==> config.mk <==
export PLATFORM = sky130hd
export DESIGN_NAME = rcd_pwm
export DESIGN_NICKNAME = d
export VERILOG_FILES = /design/src/rtl/rcd_pwm_pkg.sv /design/src/rtl/rcd_tick_gen.sv /design/src/rtl/rcd_lfsr.sv /design/src/rtl/rcd_edge_calc.sv /design/src/rtl/rcd_pwm.sv
export SDC_FILE = /design/constraint.sdc
export NUM_CORES = 1
export LEC_CHECK = 0
export ABC_AREA = 1
export BUFFER_PORTS_ARGS = -buffer_cell sky130_fd_sc_hd__buf_2
export CAP_MARGIN = 25
export CORE_MARGIN = 3
export CORE_UTILIZATION = 35
export DETAILED_ROUTE_END_ITERATION = 10
export SLEW_MARGIN = 20
export SYNTH_ARGS = -nofsm -noshare
export SYNTH_HDL_FRONTEND = slang
export SYNTH_SLANG_ARGS = --single-unit
==> constraint.sdc <==
create_clock -name clk -period 30.5 [get_ports clk]
set_clock_uncertainty 0.1 [all_clocks]
set_input_delay 0 -clock clk [delete_from_list [all_inputs] [get_ports clk]]
set_output_delay 0 -clock clk [all_outputs]
set_load 0.05 [all_outputs]
==> src/rtl/rcd_pwm_pkg.sv <==
// Package: shared arithmetic helpers for the random center-displacement PWM.
// Assumes: all quantities fit comfortably in a 32-bit signed int.
package rcd_pwm_pkg;

    // Saturate a signed value into [-lim, +lim].
    function automatic int rcd_clamp(input int v, input int lim);
        if (v > lim)
            return lim;
        else if (v < -lim)
            return -lim;
        return v;
    endfunction

    // Scaled random shift, truncated toward zero (SV int division).
    function automatic int rcd_shift(input int n, input int span, input int nmax);
        return (n * span) / nmax;
    endfunction

endpackage

==> src/rtl/rcd_tick_gen.sv <==
// Module: rcd_tick_gen
// Produces a one-clock timebase enable every DIV clocks.
// Assumes: DIV >= 1; with DIV == 1 the enable is held high.
module rcd_tick_gen #(
    parameter int DIV = 2
) (
    input  logic clk,
    input  logic rst_n,
    output logic tick_o
);

    generate
        if (DIV == 1) begin : g_pass
            // Purpose: every clock is a timebase tick.
            assign tick_o = 1'b1;
        end else begin : g_div
            localparam int DW = $clog2(DIV);
            localparam logic [DW-1:0] LAST = DW'(DIV - 1);
            logic [DW-1:0] div_q;

            // Purpose: free-running divide counter.
            always_ff @(posedge clk) begin
                if (!rst_n)
                    div_q <= '0;
                else if (div_q == LAST)
                    div_q <= '0;
                else
                    div_q <= div_q + 1'b1;
            end

            assign tick_o = (div_q == LAST);

            // ticks are never on consecutive clocks when dividing
            a_r2_tick_gap: assert property (@(posedge clk) disable iff (!rst_n)
                tick_o |=> !tick_o);
        end
    endgenerate

endmodule

==> src/rtl/rcd_lfsr.sv <==
// Module: rcd_lfsr
// Galois LFSR stepped once per period, folded into a uniform integer
// in [-NMAX, +NMAX] by modulo reduction.
// Assumes: TAPS is a maximal-length mask for width W, SEED is nonzero.
module rcd_lfsr #(
    parameter int          W    = 16,
    parameter logic [W-1:0] TAPS = 16'hB400,
    parameter logic [W-1:0] SEED = 16'hACE1,
    parameter int          NMAX = 100,
    localparam int         NW   = $clog2(NMAX + 1) + 1
) (
    input  logic                 clk,
    input  logic                 rst_n,
    input  logic                 adv_i,
    output logic signed [NW-1:0] n_o
);

    logic [W-1:0] state_q;

    // Purpose: advance the register at each period start.
    always_ff @(posedge clk) begin
        if (!rst_n)
            state_q <= SEED;
        else if (adv_i)
            state_q <= (state_q >> 1) ^ (state_q[0] ? TAPS : '0);
    end

    // Purpose: fold the state into the symmetric random range.
    always_comb begin
        int folded;
        folded = (int'(state_q) % (2 * NMAX + 1)) - NMAX;
        n_o    = NW'(folded);
    end

    // register never locks up in the all-zero state
    a_r6_lfsr_live: assert property (@(posedge clk) disable iff (!rst_n)
        state_q != '0);

    // state moves only at a period start
    a_r6_lfsr_hold: assert property (@(posedge clk) disable iff (!rst_n)
        !adv_i |=> $stable(state_q));

    // folded value stays inside the symmetric range
    a_r6_n_range: assert property (@(posedge clk) disable iff (!rst_n)
        (n_o >= NW'(-NMAX)) && (n_o <= NW'(NMAX)));

endmodule

==> src/rtl/rcd_edge_calc.sv <==
// Module: rcd_edge_calc
// Closed-form switch instants for one period: fall tick and rise tick of
// the low pulse, optionally displaced by a bounded random shift.
// Assumes: shift bound equals the first edge T1 (half the high time),
// which keeps both edges inside [0, 4R].
module rcd_edge_calc #(
    parameter int  R     = 250,
    parameter int  REF_W = 9,
    parameter int  NMAX  = 100,
    localparam int NW    = $clog2(NMAX + 1) + 1,
    localparam int CW    = $clog2(4 * R + 1)
) (
    input  logic signed [REF_W-1:0] ref_i,
    input  logic signed [NW-1:0]    n_i,
    input  logic                    rand_en_i,
    output logic        [CW-1:0]    fall_o,
    output logic        [CW-1:0]    rise_o
);
    import rcd_pwm_pkg::*;

    // Purpose: saturate the reference and form both displaced edges.
    always_comb begin
        int u_c;
        int base;
        int dt;
        u_c  = rcd_clamp(int'(ref_i), R);
        base = R + u_c;
        dt   = rand_en_i ? rcd_shift(int'(n_i), base, NMAX) : 0;
        fall_o = CW'(base + dt);
        rise_o = CW'(4 * R - base + dt);
    end

endmodule

==> src/rtl/rcd_pwm.sv <==
// Module: rcd_pwm (top)
// Fixed-frequency PWM with symmetric regular sampling and optional random
// displacement of the low pulse. The period counter runs 0..4R-1 on
// timebase ticks; edges, mode and random value are latched at the boundary.
// Assumes: ref_i is signed two's complement; out-of-range values saturate.
module rcd_pwm #(
    parameter int           R       = 250,
    parameter int           CLK_DIV = 2,
    parameter int           REF_W   = 9,
    parameter int           NMAX    = 100,
    parameter int           LFSR_W  = 16,
    parameter logic [LFSR_W-1:0] TAPS = 16'hB400,
    parameter logic [LFSR_W-1:0] SEED = 16'hACE1
) (
    input  logic                    clk,
    input  logic                    rst_n,
    input  logic signed [REF_W-1:0] ref_i,
    input  logic                    rand_en_i,
    output logic                    pwm_o,
    output logic                    start_o
);

    localparam int PER = 4 * R;
    localparam int CW  = $clog2(PER + 1);
    localparam int NW  = $clog2(NMAX + 1) + 1;
    localparam logic [CW-1:0] LAST = CW'(PER - 1);
    localparam logic [CW-1:0] MID  = CW'(2 * R);

    logic                 tick;
    logic                 boundary;
    logic signed [NW-1:0] n_rand;
    logic [CW-1:0]        fall_new, rise_new;

    logic [CW-1:0] cnt_q, cnt_d;
    logic [CW-1:0] t1_q, t1_d;
    logic [CW-1:0] t2_q, t2_d;
    logic          mode_q, mode_d;
    logic          pwm_q, pwm_d;
    logic          start_q;

    rcd_tick_gen #(.DIV(CLK_DIV)) u_tick (
        .clk    (clk),
        .rst_n  (rst_n),
        .tick_o (tick)
    );

    rcd_lfsr #(.W(LFSR_W), .TAPS(TAPS), .SEED(SEED), .NMAX(NMAX)) u_lfsr (
        .clk   (clk),
        .rst_n (rst_n),
        .adv_i (boundary),
        .n_o   (n_rand)
    );

    rcd_edge_calc #(.R(R), .REF_W(REF_W), .NMAX(NMAX)) u_edges (
        .ref_i     (ref_i),
        .n_i       (n_rand),
        .rand_en_i (rand_en_i),
        .fall_o    (fall_new),
        .rise_o    (rise_new)
    );

    assign boundary = tick && (cnt_q == LAST);

    // Purpose: next tick position, edges and output level.
    always_comb begin
        cnt_d  = cnt_q;
        t1_d   = t1_q;
        t2_d   = t2_q;
        mode_d = mode_q;
        if (tick)
            cnt_d = boundary ? '0 : cnt_q + 1'b1;
        if (boundary) begin
            t1_d   = fall_new;
            t2_d   = rise_new;
            mode_d = rand_en_i;
        end
        pwm_d = !((cnt_d >= t1_d) && (cnt_d < t2_d));
    end

    // Purpose: period state and registered outputs.
    always_ff @(posedge clk) begin
        if (!rst_n) begin
            cnt_q   <= LAST;
            t1_q    <= MID;
            t2_q    <= MID;
            mode_q  <= 1'b0;
            pwm_q   <= 1'b1;
            start_q <= 1'b0;
        end else begin
            cnt_q   <= cnt_d;
            t1_q    <= t1_d;
            t2_q    <= t2_d;
            mode_q  <= mode_d;
            pwm_q   <= pwm_d;
            start_q <= boundary;
        end
    end

    assign pwm_o   = pwm_q;
    assign start_o = start_q;

    // the strobe marks tick zero of a period
    a_r2_start_at_zero: assert property (@(posedge clk) disable iff (!rst_n)
        start_o |-> (cnt_q == '0));

    // edges held constant between period boundaries
    a_r5_edges_hold: assert property (@(posedge clk) disable iff (!rst_n)
        !boundary |=> ($stable(t1_q) && $stable(t2_q) && $stable(mode_q)));

    // centred pulse is symmetric about mid-period
    a_r3_symmetric: assert property (@(posedge clk) disable iff (!rst_n)
        !mode_q |-> (({1'b0, t1_q} + {1'b0, t2_q}) == (CW + 1)'(PER)));

    // low pulse never leaves its own period
    a_r8_inside: assert property (@(posedge clk) disable iff (!rst_n)
        (t1_q <= t2_q) && (t2_q <= CW'(PER)));

endmodule

# == Yosys cells after proc, flatten, opt, wreduce, memory -nomap -nowiden ==
# Index checks and enable logic that the tools add are counted.
# word_totals
regBits,49
inputBits,12
output_inout_bits,2
# classes
add_sub_neg,7
n_mul,1
n_div,2
n_lt_le_gt_ge,4
eq_ne,1
mux,11
bitwise_logic,2
reduce_logical,4
# ops
cell,count
32-bit two-way mux,3
10-bit two-way mux,5
9-bit by 32-bit adder with 32-bit output (first input constant),1
32-bit by 8-bit divider with 32-bit output (second input constant),1
17-bit by 9-bit remainder unit with 32-bit output (second input constant),1
8-bit by 32-bit multiplier with 32-bit output,1
10-bit adder,2
16-bit two-way mux,1
15-bit by 16-bit XOR with 16-bit output,1
10-bit by 1-bit adder with 10-bit output (second input constant),1
10-bit equality test (second input constant),1
10-bit >= comparator,1
10-bit < comparator,1
6-bit by 10-bit subtractor with 10-bit output (first input constant),1
9-bit > comparator (second input constant),1
9-bit < comparator (second input constant),1
8-bit subtractor (second input constant),1
1-bit logical AND,2
1-bit two-way mux,2
2-bit OR reduction,1
1-bit adder (second input constant),1
1-bit logical NOT,1
1-bit inverter,1

# == Logic depth before layout (Yosys ltp) ==
# Gate-level depths: netlist of the first run.
# logic_depth
ltp_word,13
depth_mapped,268
ltp_nobuf,266

# == Modules after synthesis ==
# A second synthesis of the first run with hierarchy kept.
# hier_totals
cells_unflattened,3379
hier_area_um2,21149.0
# by_module_without_submodules
module,n_inst,cells_each,area_per_inst_um2,seq_area_each_um2
rcd_edge_calc,1,2434,15268.4,0.0
rcd_lfsr,1,698,4042.6,320.3
rcd_pwm,1,244,1808.0,640.6
rcd_tick_gen,1,3,30.0,20.0

# == Worst setup path after synthesis of the first run ==
# OpenSTA, ideal clock, no wires.
# synth_path
kind,flip-flop to flip-flop
from,register u_lfsr.state_q[13]
to,"register pwm_q, in the netlist pwm_o"
setup_ns,0.147
t_arrival_ns,27.101
t_required_ns,30.253
setup_slack_ns,3.152
stages_incl_launch_ff,235
n_path_buf,4
synth_period_minus_slack_ns,27.348
path_cell_list,dfxtp_1 buf_6 nor2_4 inv_1 nand2_1 nand2_1 ha_1 nand2_1 nand2_2 o31ai_1 nand2_4 nand2_4 nor2_2 nand2_1 nand2_2 nor2_8 nand3_4 nand3_1 [... 199 more ...] a21oi_1 nor2_1 nor2_1 nor2_1 nor2_1 nor2_1 nor2_1 nor2_1 nor2_1 o21bai_1 xor2_1 inv_1 nand3_1 nand3_1 and2_1 ha_1 a2111oi_0 o221ai_1
# synth_via
elab_chain_cells,10
elab_cells_between_ends,13
classes_between,3 x add/sub; 1 x mul; 2 x div; 2 x order compare; 3 x mux; 2 x reduce/logical
# synth_lines
item,line_no,rtl
start: declaration,rcd_lfsr.sv:18,logic [W-1:0] state_q;
start signal: assignment,rcd_lfsr.sv:25,state_q <= (state_q >> 1) ^ (state_q[0] ? TAPS : '0);
17-bit by 9-bit remainder unit with 32-bit output *,rcd_lfsr.sv:31,folded = (int'(state_q) % (2 * NMAX + 1)) - NMAX;
8-bit subtractor *,rcd_lfsr.sv:31,
8-bit by 32-bit multiplier with 32-bit output *,rcd_pwm_pkg.sv:16,return (n * span) / nmax;
32-bit by 8-bit divider with 32-bit output *,rcd_pwm_pkg.sv:16,
10-bit two-way mux *,rcd_edge_calc.sv:28,"dt = rand_en_i ? rcd_shift(int'(n_i), base, NMAX) : 0;"
10-bit adder (on tied branches),"rcd_edge_calc.sv:29, rcd_edge_calc.sv:30",
10-bit two-way mux,rcd_pwm.sv:72,if (boundary) begin
10-bit >= comparator / 10-bit < comparator (equally long branches),rcd_pwm.sv:77,pwm_d = !((cnt_d >= t1_d) && (cnt_d < t2_d));
1-bit logical AND *,rcd_pwm.sv:77,
1-bit logical NOT *,rcd_pwm.sv:77,
end signal: assignment,rcd_pwm.sv:94,pwm_q <= pwm_d;
end: declaration,rcd_pwm.sv:38,"logic pwm_q, pwm_d;"
# Every way passes the cells marked *; elsewhere a longest branch is shown, timed or not.
# A chain may end at the register's enable or synchronous reset.

# == Worst setup path after layout of the first run ==
# layout_path
from,register u_lfsr.state_q[12]
to,"register pwm_q, in the netlist pwm_o"
# Same word-level chain as after synthesis.

==> metrics.txt, run 1 <==
outcome complete, no violations; Hold Startpoint rst_n; Via-to-Cell Ratio 4.80; synth top area cells fa_1 16%, inv_1 10%, nand2_1 9.6%; Top Ports 14; layout cells sized above 1 27.5%; leading area contributor after synthesis fa_1; Max Transition Viols Final 0; MaxCap Viol Count 0; Hold Slack 0.112 ns; Post-synth EDFFs 0; ys async rst share 0%; Critical R2R Capture pwm_o; setup violators final 0; Rel. slew slack 50.3%; Die Ht 243 um; Num CTS Buffers 5; Core ar. 55400 sq um; initial core utilization 35.6%; Vias 18300; Synth Flop Type dfxtp_1; routability cong. 0.883; Final HPWL DP 39300 um; top cells by count, synth 537 x inv_1, 502 x nand2_1, 339 x nor2_1; final hold viol count 0; CTS clk-pin slew, worst paths 0.07 ns; Tightest Pin Transition 0.743 ns; drt wl/cell 12.9 um; Row Count 86; pre-CTS WS -0.0523 ns; grt total ovfl 0; CTS tree built; Clk Latency, worst-skew pair 0.29 ns; Synthesis Warnings 0; Worst Path Required 30.56 ns; hold depth 2; final worst setup slack 1.84 ns; CP Launch Type flip-flop; Worst Hold Path EP cnt_q[2]; Syn Area/Cell 6.70 sq um; CP max-delay cell fa_1; path depth of the worst reg2reg path 241; number of remaining DRC errors 0; initial antenna violation count 0; fin crit period 28.66 ns; detailed-router iteration count before antenna repair 6; P&R area growth vs syn 17.0%; fmax 34.9 MHz; Netlist cell types 65; Reg2Reg Setup Slack 1.84 ns; reg2reg start u_lfsr.state_q[12]; first-pass GRT wire length 79700 um; Max H-tree Level 2; Worst Path Class, Setup flip-flop to flip-flop; DRT antenna net count 0; clk sinks 49; Routed WL 49400 um; most frequent CP cell nand2_4; crit path from u_lfsr.state_q[12]; CP max stage delay 0.54 ns; initial drt markers 978; Die ar. 59200 sq um; # nets final 3368; vias in the first global route 16700; CP Capture Type flip-flop; Max clock buf depth 2; Syn Inst Count 2944; largest net degree at the start of global routing 38; register area share after synthesis 4.97%; GRT Resource Usage Total 15.7%; Die W 243 um; ant diodes 0; root buf cell clkbuf_16; most frequent cell after synthesis inv_1; top cell type's share of synthesized area 16.1%; Hold Crit Class input pin to flip-flop; CP Max Fanout 8; mapped cell area 19700 sq um; Data arrival, critical path 28.72 ns; flops & latches, synth 49; Final period util 94.0%; # port buffers 13
[layer usage]
layer,global-route usage [%],up-vias,part of all wire (%)
li1,-,9434,-
met1,21.9,8548,47
met2,26.6,295,47
met3,1.57,44,3.7
met4,2.37,0,1.8
met5,0,-,0
[critical path, delay by kind of cell, from the launching register on]
kind                       cells  cell delay [ns]
AOI/OAI and AO/OA             16             2.42
and+or+nand+nor              186            18.83
DFF                            1             0.45
xor gates and xnor gates       6             1.13
buffers and inverters         21             1.50
adders and majority gates     12             3.95
[placed cells by master, fill, tap and decap left out, types with 7 or more instances in the layout]
cell / instances
a31oi_1: 7
a21oi_2: 16
inv_2: 54
nand4_4: 13
o21ai_0: 56
dfxtp_1: 44
o21a_1: 8
o211ai_1: 13
fa_1: 157
nand2_4: 142
nand3_4: 25
nand4_1: 83
xor2_1: 89
inv_1: 521
nand3_2: 71
nand2_1: 458
nor2_2: 28
nor2_4: 51
o21ai_1: 38
ha_1: 116
a21oi_1: 61
conb_1: 21
buf_4: 121
nand2_2: 184
mux2i_1: 8
ha_4: 8
nand3_1: 159
inv_4: 7
buf_2: 13
xnor2_1: 21
nor3_1: 18
nor2_1: 316
nor3_2: 8
o21ai_2: 20
nand2_8: 7
[through the flow]
| stage | std cells | TNS, ns | instance area, sq um | utilization, % |
|---|---|---|---|---|
| floorplan | 2963 | 0 | 19800 | - |
| global placement | 3693 | 0 | 20500 | 37.1 |
| detailed placement | 3693 | -0.0523 | 20500 | 37.1 |
| CTS | 3701 | 0 | 20700 | 37.4 |
| global route | 3820 | -0.498 | 23100 | 41.6 |
| finish | 3820 | 0 | 23100 | 41.6 |
[repair_timing]
item	CTS	global route
buffers inserted	0	110
gates cloned	0	9
setup endpoints to repair	1	21
pin swaps	0	175
hold buffers	0	0
gates resized for setup	3	325
[sequential cells by signal (all words and copies together), names as in the netlist]
| register | count |
|---|---|
| u_tick.tick_o | 1 |
| cnt_q | 10 |
| u_lfsr.state_q | 16 |
| t2_q | 10 |
| pwm_o | 1 |
| start_o | 1 |
| t1_q | 10 |
[worst max-delay path by stage]
| stage | end | slack, ns | cells after the start |
|---|---|---|---|
| 2_1_floorplan | pwm_o | 3.15 | 234 |
| 3_3_place_gp | pwm_o | 0.10 | 224 |
| 3_5_place_dp | pwm_o | -0.05 | 232 |
| 4_1_cts | pwm_o | 0.02 | 229 |
| 5_1_grt | pwm_o | -0.50 | 239 |
| 6_report | pwm_o | 1.84 | 241 |
[logic make-up (layout without fill, tap and decap cells)]
logic type      Yosys count  in the layout  share of synthesized area (%)
fa+ha+maj               285            285                           24.1
xor+xnor                118            118                           5.28
compound gates          245            246                           7.28
flops                    49             49                           4.97
simple gates           1590           1598                           44.1
buf+inv                 647            747                           13.8
other cells               2             21                         0.0381
mux                       8              8                          0.406
[area by class of cell]
type	count	area, sq um
flip-flops and latches	49	1000
clock inverters	3	43.8
multi-input cells	2276	17500
fillers	5758	32300
inverters	602	2400
clock buffers	5	125
repair buffers	137	1030
well taps	748	936
Power of run 1 is left out: the tool's default activity adds up to more than one toggle a clock period on the data nets, which glitch-free logic cannot reach.
==> run 2, diff against run 1 <==
Settings changed: CORE_ASPECT_RATIO set to 0.6, RECOVER_POWER set to 25.
==> run 2 against run 1 <==
  * Hold slack lost 0.024 ns
  * Register-to-register slack got worse by 0.51 ns
  * Largest cell class unchanged
  * Fmax is 1.8% lower
  * Setup slack got worse by 0.51 ns
  * Routed wire length up 10%
  * Flip-flop and latch count is the same
  * Cell count grew 0.31%
  * Core utilization is 0.82 points higher
  * First-iteration DRC count up 45%
  * Critical path type unchanged
  * Clock-buffer cell count unchanged
  * Global-route usage up 1.2 points
  * Critical path depth shrank 6
==> metrics.txt, run 2 (synthesis gave the netlist of run 1 again) <==
outcome complete, no violations; final hold viol count 0; post-route non-filler standard cell count 3832; fmax 34.3 MHz; Critical R2R Capture pwm_o; Max Transition Viols Final 0; RSZ-0062 raised after global routing yes; setup violators final 0; grt total ovfl 0; clk sinks 49; Clk Latency, worst-skew pair 0.30 ns; vias in the first global route 15600; Row Count 66; # nets final 3379; Via-to-Cell Ratio 4.85; most common cell after layout, fill and taps aside inv_1; final worst setup slack 1.32 ns; Multi-input gate area 17700 sq um; Worst Path Class, Setup flip-flop to flip-flop; initial core utilization 35.9%; Hold Crit Class input pin to flip-flop; Max clock buf depth 2; CP max-delay cell fa_1; path depth of the worst reg2reg path 235; layout cells sized above 1 28.0%; CP Capture Type flip-flop; root buf cell clkbuf_16; DRT antenna net count 0; Die ar. 59300 sq um; drt wl/cell 14.2 um; reg2reg start u_lfsr.state_q[9]; CP max stage delay 0.57 ns; first-pass GRT wire length 83200 um; Rel. slew slack 31.1%; detailed-router iteration count before antenna repair 8; Routed WL 54300 um; number of remaining DRC errors 0; WP buf/inv 24; Hold Startpoint rst_n; routability cong. 0.903; # port buffers 13; initial antenna violation count 1; Worst Path Required 30.57 ns; hold depth 3; Die W 312 um; Register Area 996 sq um; GRT Resource Usage Total 16.9%; largest net degree at the start of global routing 36; Tightest Pin Transition 1.02 ns; most frequent cells in the layout 524 x inv_1, 447 x nand2_1, 319 x nor2_1, 184 x nand2_2; Die Ht 190 um; CP Max Fanout 7; Vias 18600; Final period util 95.7%; Hold-fix buffers, CTS 0; pre-CTS WS -0.297 ns; CTS tree built; MaxCap Viol Count 0; Core ar. 54900 sq um; most frequent CP cell nand2_4; CP top delay family simple AND/OR/NAND/NOR gates; P&R area growth vs syn 18.3%; CTS clk-pin slew, worst paths 0.08 ns; fin crit period 29.18 ns; Worst Hold Path EP t1_q[5]; Data arrival, critical path 29.25 ns; CP Launch Type flip-flop; most flop-heavy register u_lfsr.state_q; Max H-tree Level 2; initial drt markers 1415; Reg2Reg Setup Slack 1.32 ns; Num CTS Buffers 5; crit path from u_lfsr.state_q[9]; max FFs per register 16; Top Ports 14; # fillers 5546; Final HPWL DP 43900 um; Cells after DPL 3701
==> run 2: worst max-delay path by stage <==
| stage | to | slack (ns) | cells past startpoint |
|---|---|---|---|
| after floorplan | pwm_o | 3.15 | 234 |
| after global placement | pwm_o | -0.10 | 230 |
| after detailed placement | pwm_o | -0.30 | 230 |
| after CTS | pwm_o | 0.006 | 229 |
| after global routing | pwm_o | -0.75 | 247 |
| final | pwm_o | 1.32 | 235 |
==> run 2: worst min-delay path: stages <==
cell and delay [ns]:
buf_2 0.09, buf_4 0.24, nand2_1 0.11
==> run 2: stage by stage <==
| stage | TNS (ns) | hold slack (ns) | cell area (sq um) | util, % |
|---|---|---|---|---|
| 2_1_floorplan | 0 | 0.172 | 19800 | - |
| 3_3_place_gp | -0.100 | 0.348 | 20600 | 37.5 |
| 6_report | 0 | 0.0882 | 23300 | 42.5 |
| 4_1_cts | 0 | 0.0819 | 20800 | 37.9 |
| 3_5_place_dp | -0.297 | 0.354 | 20600 | 37.5 |
| 5_1_grt | -0.753 | 0.101 | 23300 | 42.5 |
==> run 2: metal layers <==
metal	part of all wire [%]	track usage [%]
met1	55	29.8
met2	37	20.6
met3	7.7	3.18
met4	0.38	0.741
met5	0	0
==> run 2: layout make-up <==
type                            count  area share (%)
Tap cell                          748            4.01
Multi-Input combinational cell   2276            75.9
Sequential cell                    49            4.27
Inverter                          602            10.2
Antenna cell                        1          0.0107
Clock buffer                        5           0.537
Timing Repair Buffer              148            4.94
Clock inverter                      3           0.113
==> run 2: what timing repair did <==
action                     CTS  global route
pin swaps                    2           160
setup endpoints to repair    1            21
buffers inserted             3           110
resized for setup           10           353
cloned                       0             9
Power of run 2 is left out for the same reason.
